**src/rtl/spi_ctrl_pkg.sv**
```systemverilog
package spi_ctrl_pkg;

  typedef enum logic [1:0] {
    REG_CTRL = 2'd0,
    REG_STAT = 2'd1,
    REG_DATA = 2'd2,
    REG_NONE = 2'd3
  } reg_sel_e;

  typedef struct packed {
    logic       ie;
    logic       en;
    logic       lsb_first;
    logic       master;
    logic       cpol;
    logic       cpha;
    logic [1:0] rate;
  } ctrl_t;

  // log2 of the SCK half period in system clocks
  function automatic logic [2:0] half_shift(input logic [1:0] rate, input logic dbl);
    logic [2:0] base;
    case (rate)
      2'd0:    base = 3'd2;
      2'd1:    base = 3'd4;
      2'd2:    base = 3'd6;
      default: base = 3'd7;
    endcase
    return base - 3'd1 - {2'b00, dbl};
  endfunction

endpackage

```
**src/rtl/spi_sync.sv**
```systemverilog
module spi_sync #(
  parameter int           W      = 1,
  parameter int           STAGES = 2,
  parameter logic [W-1:0] RST    = '0
) (
  input  logic         clk_i,
  input  logic         rst_ni,
  input  logic [W-1:0] d_i,
  output logic [W-1:0] q_o
);
  logic [W-1:0] stg_q [STAGES];

  for (genvar s = 0; s < STAGES; s++) begin : g_stg
    always_ff @(posedge clk_i or negedge rst_ni) begin
      if (!rst_ni) stg_q[s] <= RST;
      else if (s == 0) stg_q[s] <= d_i;
      else stg_q[s] <= stg_q[(s == 0) ? 0 : s-1];
    end
  end

  assign q_o = stg_q[STAGES-1];
endmodule

```
**src/rtl/spi_rate_gen.sv**
```systemverilog
module spi_rate_gen #(
  parameter int MAX_SHIFT = 6,
  parameter int SW        = 3
) (
  input  logic          clk_i,
  input  logic          rst_ni,
  input  logic          run_i,
  input  logic [SW-1:0] shift_i,
  output logic          tick_o
);
  localparam int CW = MAX_SHIFT + 1;

  logic [CW-1:0] cnt_q;
  logic [CW-1:0] limit;

  assign limit  = CW'((32'd1 << shift_i) - 32'd1);
  assign tick_o = run_i && (cnt_q == limit);

  always_ff @(posedge clk_i or negedge rst_ni) begin
    if (!rst_ni)      cnt_q <= '0;
    else if (!run_i)  cnt_q <= '0;
    else if (tick_o)  cnt_q <= '0;
    else              cnt_q <= cnt_q + 1'b1;
  end
endmodule

```
**src/rtl/spi_shift_core.sv**
```systemverilog
module spi_shift_core #(
  parameter int DW = 8
) (
  input  logic          clk_i,
  input  logic          rst_ni,
  input  logic          load_i,
  input  logic [DW-1:0] load_data_i,
  input  logic          clr_i,
  input  logic          lead_i,
  input  logic          trail_i,
  input  logic          cpha_i,
  input  logic          lsb_i,
  input  logic          in_bit_i,
  output logic          out_bit_o,
  output logic          done_o,
  output logic [DW-1:0] rx_o
);
  localparam int CNTW = $clog2(DW + 1);

  logic [DW-1:0]   tx_q, rx_q;
  logic [CNTW-1:0] cnt_q;
  logic            sample, drive, room;

  assign room   = cnt_q < CNTW'(DW);
  assign sample = (cpha_i ? trail_i : lead_i) && room;
  // in phase 1 the first bit is already on the line before the first edge
  assign drive  = cpha_i ? (lead_i && cnt_q != '0) : trail_i;

  always_ff @(posedge clk_i or negedge rst_ni) begin
    if (!rst_ni) begin
      tx_q   <= '0;
      rx_q   <= '0;
      cnt_q  <= '0;
      done_o <= 1'b0;
    end else begin
      done_o <= sample && (cnt_q == CNTW'(DW - 1));
      if (load_i)     tx_q <= load_data_i;
      else if (drive) tx_q <= lsb_i ? (tx_q >> 1) : (tx_q << 1);
      if (sample)     rx_q <= lsb_i ? {in_bit_i, rx_q[DW-1:1]} : {rx_q[DW-2:0], in_bit_i};
      if (clr_i || load_i) cnt_q <= '0;
      else if (sample)     cnt_q <= cnt_q + 1'b1;
    end
  end

  assign out_bit_o = lsb_i ? tx_q[0] : tx_q[DW-1];
  assign rx_o      = rx_q;
endmodule

```
**src/rtl/spi_ctrl.sv**
```systemverilog
module spi_ctrl
  import spi_ctrl_pkg::*;
#(
  parameter int BUS_W     = 8,
  parameter int SYNC_STG  = 2,
  parameter int MAX_SHIFT = 6
) (
  input  logic             clk_i,
  input  logic             rst_ni,
  input  logic [1:0]       addr_i,
  input  logic             wr_i,
  input  logic             rd_i,
  input  logic [BUS_W-1:0] wdata_i,
  output logic [BUS_W-1:0] rdata_o,
  output logic             irq_o,
  output logic             sck_o,
  output logic             ss_no,
  output logic             mosi_o,
  input  logic             miso_i,
  input  logic             sck_i,
  input  logic             ss_ni,
  input  logic             mosi_i,
  output logic             miso_o,
  output logic             miso_oe_o
);
  localparam int EDGES = 2 * BUS_W;
  localparam int ECW   = $clog2(EDGES + 1);

  ctrl_t            ctrl_q;
  logic             dbl_q, flag_q, col_q, arm_q;
  logic [BUS_W-1:0] rx_buf_q;
  logic             busy_q, ss_q, sck_act_q;
  logic [ECW-1:0]   ecnt_q;
  logic             sck_d_q;

  logic wr_ctrl, wr_stat, wr_data, rd_stat, rd_data;
  logic master_en, slave_en, cfg_cpol, cfg_ie;
  logic sck_s, ss_s, mosi_s;
  logic s_act, xfer_act, start, load, collide;
  logic tick, m_lead, m_trail, m_end;
  logic s_edge, s_lead, s_trail;
  logic core_lead, core_trail, core_in, core_clr, core_out, core_done;
  logic [BUS_W-1:0] core_rx;
  logic flag_set, data_acc;

  assign wr_ctrl  = wr_i && addr_i == REG_CTRL;
  assign wr_stat  = wr_i && addr_i == REG_STAT;
  assign wr_data  = wr_i && addr_i == REG_DATA;
  assign rd_stat  = rd_i && addr_i == REG_STAT;
  assign rd_data  = rd_i && addr_i == REG_DATA;
  assign data_acc = wr_data || rd_data;

  assign master_en = ctrl_q.en && ctrl_q.master;
  assign slave_en  = ctrl_q.en && !ctrl_q.master;
  assign cfg_cpol  = ctrl_q.cpol;
  assign cfg_ie    = ctrl_q.ie;

  spi_sync #(.W(3), .STAGES(SYNC_STG), .RST(3'b010)) u_sync (
    .clk_i (clk_i),
    .rst_ni(rst_ni),
    .d_i   ({sck_i, ss_ni, mosi_i}),
    .q_o   ({sck_s, ss_s, mosi_s})
  );

  assign s_act    = slave_en && !ss_s;
  assign xfer_act = busy_q || s_act;
  assign start    = wr_data && !xfer_act && master_en;
  assign load     = wr_data && !xfer_act;
  assign collide  = wr_data && xfer_act;

  spi_rate_gen #(.MAX_SHIFT(MAX_SHIFT), .SW(3)) u_rate (
    .clk_i  (clk_i),
    .rst_ni (rst_ni),
    .run_i  (busy_q),
    .shift_i(half_shift(ctrl_q.rate, dbl_q)),
    .tick_o (tick)
  );

  // last tick closes a spare half period so select rises after SCK idles
  assign m_end   = tick && ecnt_q == ECW'(EDGES);
  assign m_lead  = tick && !m_end && !sck_act_q;
  assign m_trail = tick && !m_end && sck_act_q;

  assign s_edge  = sck_s ^ sck_d_q;
  assign s_lead  = s_act && s_edge && (sck_s ^ ctrl_q.cpol);
  assign s_trail = s_act && s_edge && !(sck_s ^ ctrl_q.cpol);

  assign core_lead  = ctrl_q.master ? m_lead  : s_lead;
  assign core_trail = ctrl_q.master ? m_trail : s_trail;
  assign core_in    = ctrl_q.master ? miso_i  : mosi_s;
  assign core_clr   = !ctrl_q.en || (!ctrl_q.master && ss_s);

  spi_shift_core #(.DW(BUS_W)) u_core (
    .clk_i      (clk_i),
    .rst_ni     (rst_ni),
    .load_i     (load),
    .load_data_i(wdata_i),
    .clr_i      (core_clr),
    .lead_i     (core_lead),
    .trail_i    (core_trail),
    .cpha_i     (ctrl_q.cpha),
    .lsb_i      (ctrl_q.lsb_first),
    .in_bit_i   (core_in),
    .out_bit_o  (core_out),
    .done_o     (core_done),
    .rx_o       (core_rx)
  );

  assign flag_set = master_en ? m_end : (slave_en && core_done);

  always_ff @(posedge clk_i or negedge rst_ni) begin
    if (!rst_ni) begin
      busy_q    <= 1'b0;
      ss_q      <= 1'b1;
      sck_act_q <= 1'b0;
      ecnt_q    <= '0;
    end else if (!master_en) begin
      busy_q    <= 1'b0;
      ss_q      <= 1'b1;
      sck_act_q <= 1'b0;
      ecnt_q    <= '0;
    end else if (start) begin
      busy_q    <= 1'b1;
      ss_q      <= 1'b0;
      sck_act_q <= 1'b0;
      ecnt_q    <= '0;
    end else if (m_end) begin
      busy_q <= 1'b0;
      ss_q   <= 1'b1;
    end else if (tick) begin
      sck_act_q <= !sck_act_q;
      ecnt_q    <= ecnt_q + 1'b1;
    end
  end

  always_ff @(posedge clk_i or negedge rst_ni) begin
    if (!rst_ni) sck_d_q <= 1'b0;
    else         sck_d_q <= sck_s;
  end

  always_ff @(posedge clk_i or negedge rst_ni) begin
    if (!rst_ni) begin
      ctrl_q   <= '0;
      dbl_q    <= 1'b0;
      flag_q   <= 1'b0;
      col_q    <= 1'b0;
      arm_q    <= 1'b0;
      rx_buf_q <= '0;
    end else begin
      if (wr_ctrl) ctrl_q <= ctrl_t'(wdata_i);
      if (wr_stat) dbl_q  <= wdata_i[0];
      if (rd_stat && flag_q) arm_q <= 1'b1;
      if (data_acc && arm_q) begin
        flag_q <= 1'b0;
        col_q  <= 1'b0;
        arm_q  <= 1'b0;
      end
      if (collide) col_q <= 1'b1;
      if (flag_set) begin
        flag_q   <= 1'b1;
        rx_buf_q <= core_rx;
      end
    end
  end

  always_comb begin
    case (addr_i)
      REG_CTRL: rdata_o = ctrl_q;
      REG_STAT: rdata_o = {flag_q, col_q, {(BUS_W-3){1'b0}}, dbl_q};
      REG_DATA: rdata_o = rx_buf_q;
      default:  rdata_o = '0;
    endcase
  end

  assign irq_o     = cfg_ie && flag_q;
  assign sck_o     = master_en ? (cfg_cpol ^ sck_act_q) : cfg_cpol;
  assign ss_no     = ss_q;
  assign mosi_o    = master_en ? core_out : 1'b0;
  assign miso_o    = core_out;
  assign miso_oe_o = slave_en && !ss_ni;
endmodule

```
**config.mk**
```make
export PLATFORM = sky130hd
export DESIGN_NAME = spi_ctrl
export DESIGN_NICKNAME = d
export VERILOG_FILES = /design/src/rtl/spi_ctrl_pkg.sv /design/src/rtl/spi_sync.sv /design/src/rtl/spi_rate_gen.sv /design/src/rtl/spi_shift_core.sv /design/src/rtl/spi_ctrl.sv
export SDC_FILE = /design/constraint.sdc
export NUM_CORES = 1
export LEC_CHECK = 0
export BUFFER_PORTS_ARGS = -buffer_cell sky130_fd_sc_hd__buf_2
export CORE_AREA = 5 5 110 86
export CTS_BUF_LIST = sky130_fd_sc_hd__clkbuf_4 sky130_fd_sc_hd__clkbuf_8
export DETAILED_ROUTE_END_ITERATION = 8
export DIE_AREA = 0 0 115 91
export GPL_TIMING_DRIVEN = 0
export SETUP_SLACK_MARGIN = 0.15
export SKIP_LAST_GASP = 1
export SYNTH_ARGS = -nofsm -noshare
export SYNTH_HDL_FRONTEND = slang
export SYNTH_SLANG_ARGS = --single-unit
```
**constraint.sdc**
```tcl
create_clock -name clk_i -period 4.5 [get_ports clk_i]
set_clock_uncertainty 0.2 [all_clocks]
set_input_delay 0.45 -clock clk_i [delete_from_list [all_inputs] [get_ports clk_i]]
set_output_delay 0.45 -clock clk_i [all_outputs]
set_load 0.01 [all_outputs]
```
==> metrics.yaml <==
ir_drop_mv: 0.212
setup_viol_count_final: 0
synth_flop_cell: "dfrtp_1"
ys_async_sr_fraction: 1.00
yosys_warnings: 0
port_buffers: 31
period_minus_slack_ns: 4.03
syn_inst: 349
grt_overflow_total: 0
cts.clk_slew.worst_paths_ns: 0.07
slew_headroom: 0.127
vias: 2775
synth_edf_count: 0
syn_to_final_growth_pct: 17.6
worst_slew_pin_slew_ns: 1.30
p_per_area_nw_per_um2: 428
yosysMostFrequentCell: "dfrtp_1"
htreeDepth: 3
syn-cell-area_um2: 3590
violations: "hold timing"
worstPathRequired_ns: 4.53
stdcell_area_um2: 4220
fin_util: 0.510
ys_top_cells_by_area: "dfrtp_1, mux2_2, mux2i_1"
cp.arrival_ns: 4.07
cts.path.max_buffers: 2
syn_avg_cell_area_um2: 10.3
cts_sinks: 63
fillers: 793
synth_nets: 375
die_area_um2: 10500
synth_seq_area_share: 0.440
vias_per_cell: 5.44
status: "finished with violations"
cts_inserted_buffers: 9
path_max_fanout: 10
fin_crit_sh: 0.897
grt_max_degree: 64
root_buffer: "clkbuf_8"
grt_antenna_before_repair: 0
drv_slew: 0
hold_viol: 8
die_h_um: 91
gp_congestion: 0.834
drt_iter0_drc: 141
fp-row-count: 29
drc: 0
clk_latency_ns: 0.35
initial_core_util: 0.434
max_freq_mhz: 248
ios: 32
p_leak_nw: 1.91
grtUsageTotal: 0.169
p_sw_uw: 564
wire_per_inst_um: 16.1
core_um2: 8270
cts_tree: "done"
crit_path_end_kind: "register"
die_width_um: 115
first_pass_iters: 4
grt_pass1_wl_um: 13900
synth_common_cells: "dfrtp_1, mux2_2, nand2_1"
p_total_mw: 1.81
power_frac_seq: 0.396
synth-seq-cells: 63
whs_ns: -0.0142
multi_input_area_um2: 1920
yosys.area.top_type: "dfrtp_1"
switching_share: 0.312
fin_nets: 423
totalWireLength_um: 8210
hold_path_class: "in -> async"
internal_power_mw: 1.24
ys_types: 52
rsz0062_at_grt: "yes"
detail-route-antenna-nets: 0
p_clk_frac: 0.318
yosys.area.top_type_share: 0.418
startpoint_type: "register"
critPathKind: "reg -> reg"
layout-drive-gt1-share: 0.264
placed_area_um2: 3880
final-seq-area_um2: 1580
drv_cap: 0
antennaDiodeCount: 0
p_comb_frac: 0.286
grt_pass1_vias: 2686
dp_hpwl_um: 5820
cells in the final DEF, fill, tap and decap left out, types with 3 or more instances in the layout:
cell and instances:
dlygate4sd3_1 3, or3_1 3, and2_1 4, nor2b_1 6
dfrtp_1 59, dfstp_2 3, mux2_2 39, nand3b_1 3
nor3b_1 5, and3_1 3, inv_1 13, clkbuf_1 10
buf_2 32, nor2_1 18, xor2_1 6, mux2i_1 20
nand2_1 31, nand2b_1 7, clkbuf_4 3, nor3_1 5
ha_1 7, nand3_1 12, clkbuf_8 11, a21oi_1 13
buf_4 4, xnor2_1 8, o21ai_0 28
power by group through the flow:
stage,combinational [mW],sequential (mW),clock [mW]
floorplan,0.375,0.704,0
global placement,0.479,0.725,0
detailed placement,0.492,0.727,0
CTS,0.503,0.717,0.591
global route,0.576,0.727,0.622
finish,0.516,0.716,0.574
sequential cells by signal, summed over array words and instances (netlist names), 3 cells and up:
| signal | count |
|---|---|
| u_rate.cnt_q | 7 |
| u_core.tx_q | 8 |
| rx_buf_q | 8 |
| u_core.rx_o | 8 |
| ctrl_q | 6 |
| u_sync.stg_q | 3 |
| ecnt_q | 5 |
| u_sync.q_o | 3 |
| u_core.cnt_q | 4 |
what timing repair did:
action	4_1_cts	5_1_grt
buffers inserted	1	2
hold buffers	3	0
resized for setup	3	7
pin swaps	1	4
hold endpoints to repair	3	0
setup endpoints to repair	24	40
per-stage QoR:
stage / setup slack (ns) / cells / setup TNS (ns)
2_1_floorplan: 0.522 / 349 / 0
3_3_place_gp: 0.0422 / 488 / 0
3_5_place_dp: -0.0364 / 488 / -0.146
4_1_cts: 0.154 / 508 / 0
5_1_grt: 0.126 / 510 / 0
6_report: 0.465 / 510 / 0
area by class of cell:
| class | instances | share of cell area |
|---|---|---|
| multi-input cells | 256 | 0.454 |
| repair buffers | 37 | 0.0528 |
| clock inverters | 3 | 0.0154 |
| well taps | 108 | 0.0320 |
| plain buffers | 17 | 0.0196 |
| flip-flops and latches | 63 | 0.375 |
| clock buffers | 13 | 0.0394 |
| inverters | 13 | 0.0116 |
cell families (layout without fill, tap and decap cells):
kind of cell    count (synthesis)  in the layout  synth area share
compound gates                 66             66             0.124
xor+xnor                       14             14            0.0342
fa+ha+maj                       8              8            0.0279
buf+inv                        30             83            0.0345
flops                          63             63             0.440
mux                            60             60             0.181
simple gates                  108            108             0.158
layer usage:
metal,up-vias,share of wire,track usage
li1,1348,-,-
met1,1380,0.51,0.240
met2,36,0.44,0.246
met3,11,0.038,0.0512
met4,0,0.014,0.0538
met5,-,0,0
final timing paths:
path	from	endpoint	slack (ns)	cells past startpoint
max	ctrl_q[1]$_DFFE_PN0P_	u_core.tx_q[1]$_DFFE_PN0P_	0.47	18
min	rst_ni	rx_buf_q[5]$_DFFE_PN0P_	-0.01	1
max reg2reg	ctrl_q[1]$_DFFE_PN0P_	u_core.tx_q[1]$_DFFE_PN0P_	0.47	18
min reg2reg	u_sync.stg_q[3]$_DFF_PN0_	u_sync.q_o[0]$_DFF_PN0_	0.16	0
max in group asynchronous	rst_ni	ctrl_q[0]$_DFFE_PN0P_	3.55	1
min in group clk_i	wdata_i[7]	cfg_ie$_DFFE_PN0P_	0.15	2
critical path, stage by stage (launching register included):
cell and delay [ns]:
dfrtp_1 0.42, buf_4 0.20, and2_1 0.17, ha_1 0.17
inv_1 0.05, ha_2 0.20, buf_6 0.15, o21a_1 0.14
or2_1 0.14, nand3_1 0.09, ha_1 0.18, clkbuf_2 0.16
and3_1 0.20, nor4_2 0.17, nor3_1 0.12, o2111a_2 0.34
a221oi_4 0.31, buf_12 0.17, mux2_2 0.34
Power figures use the tool's default switching activity.
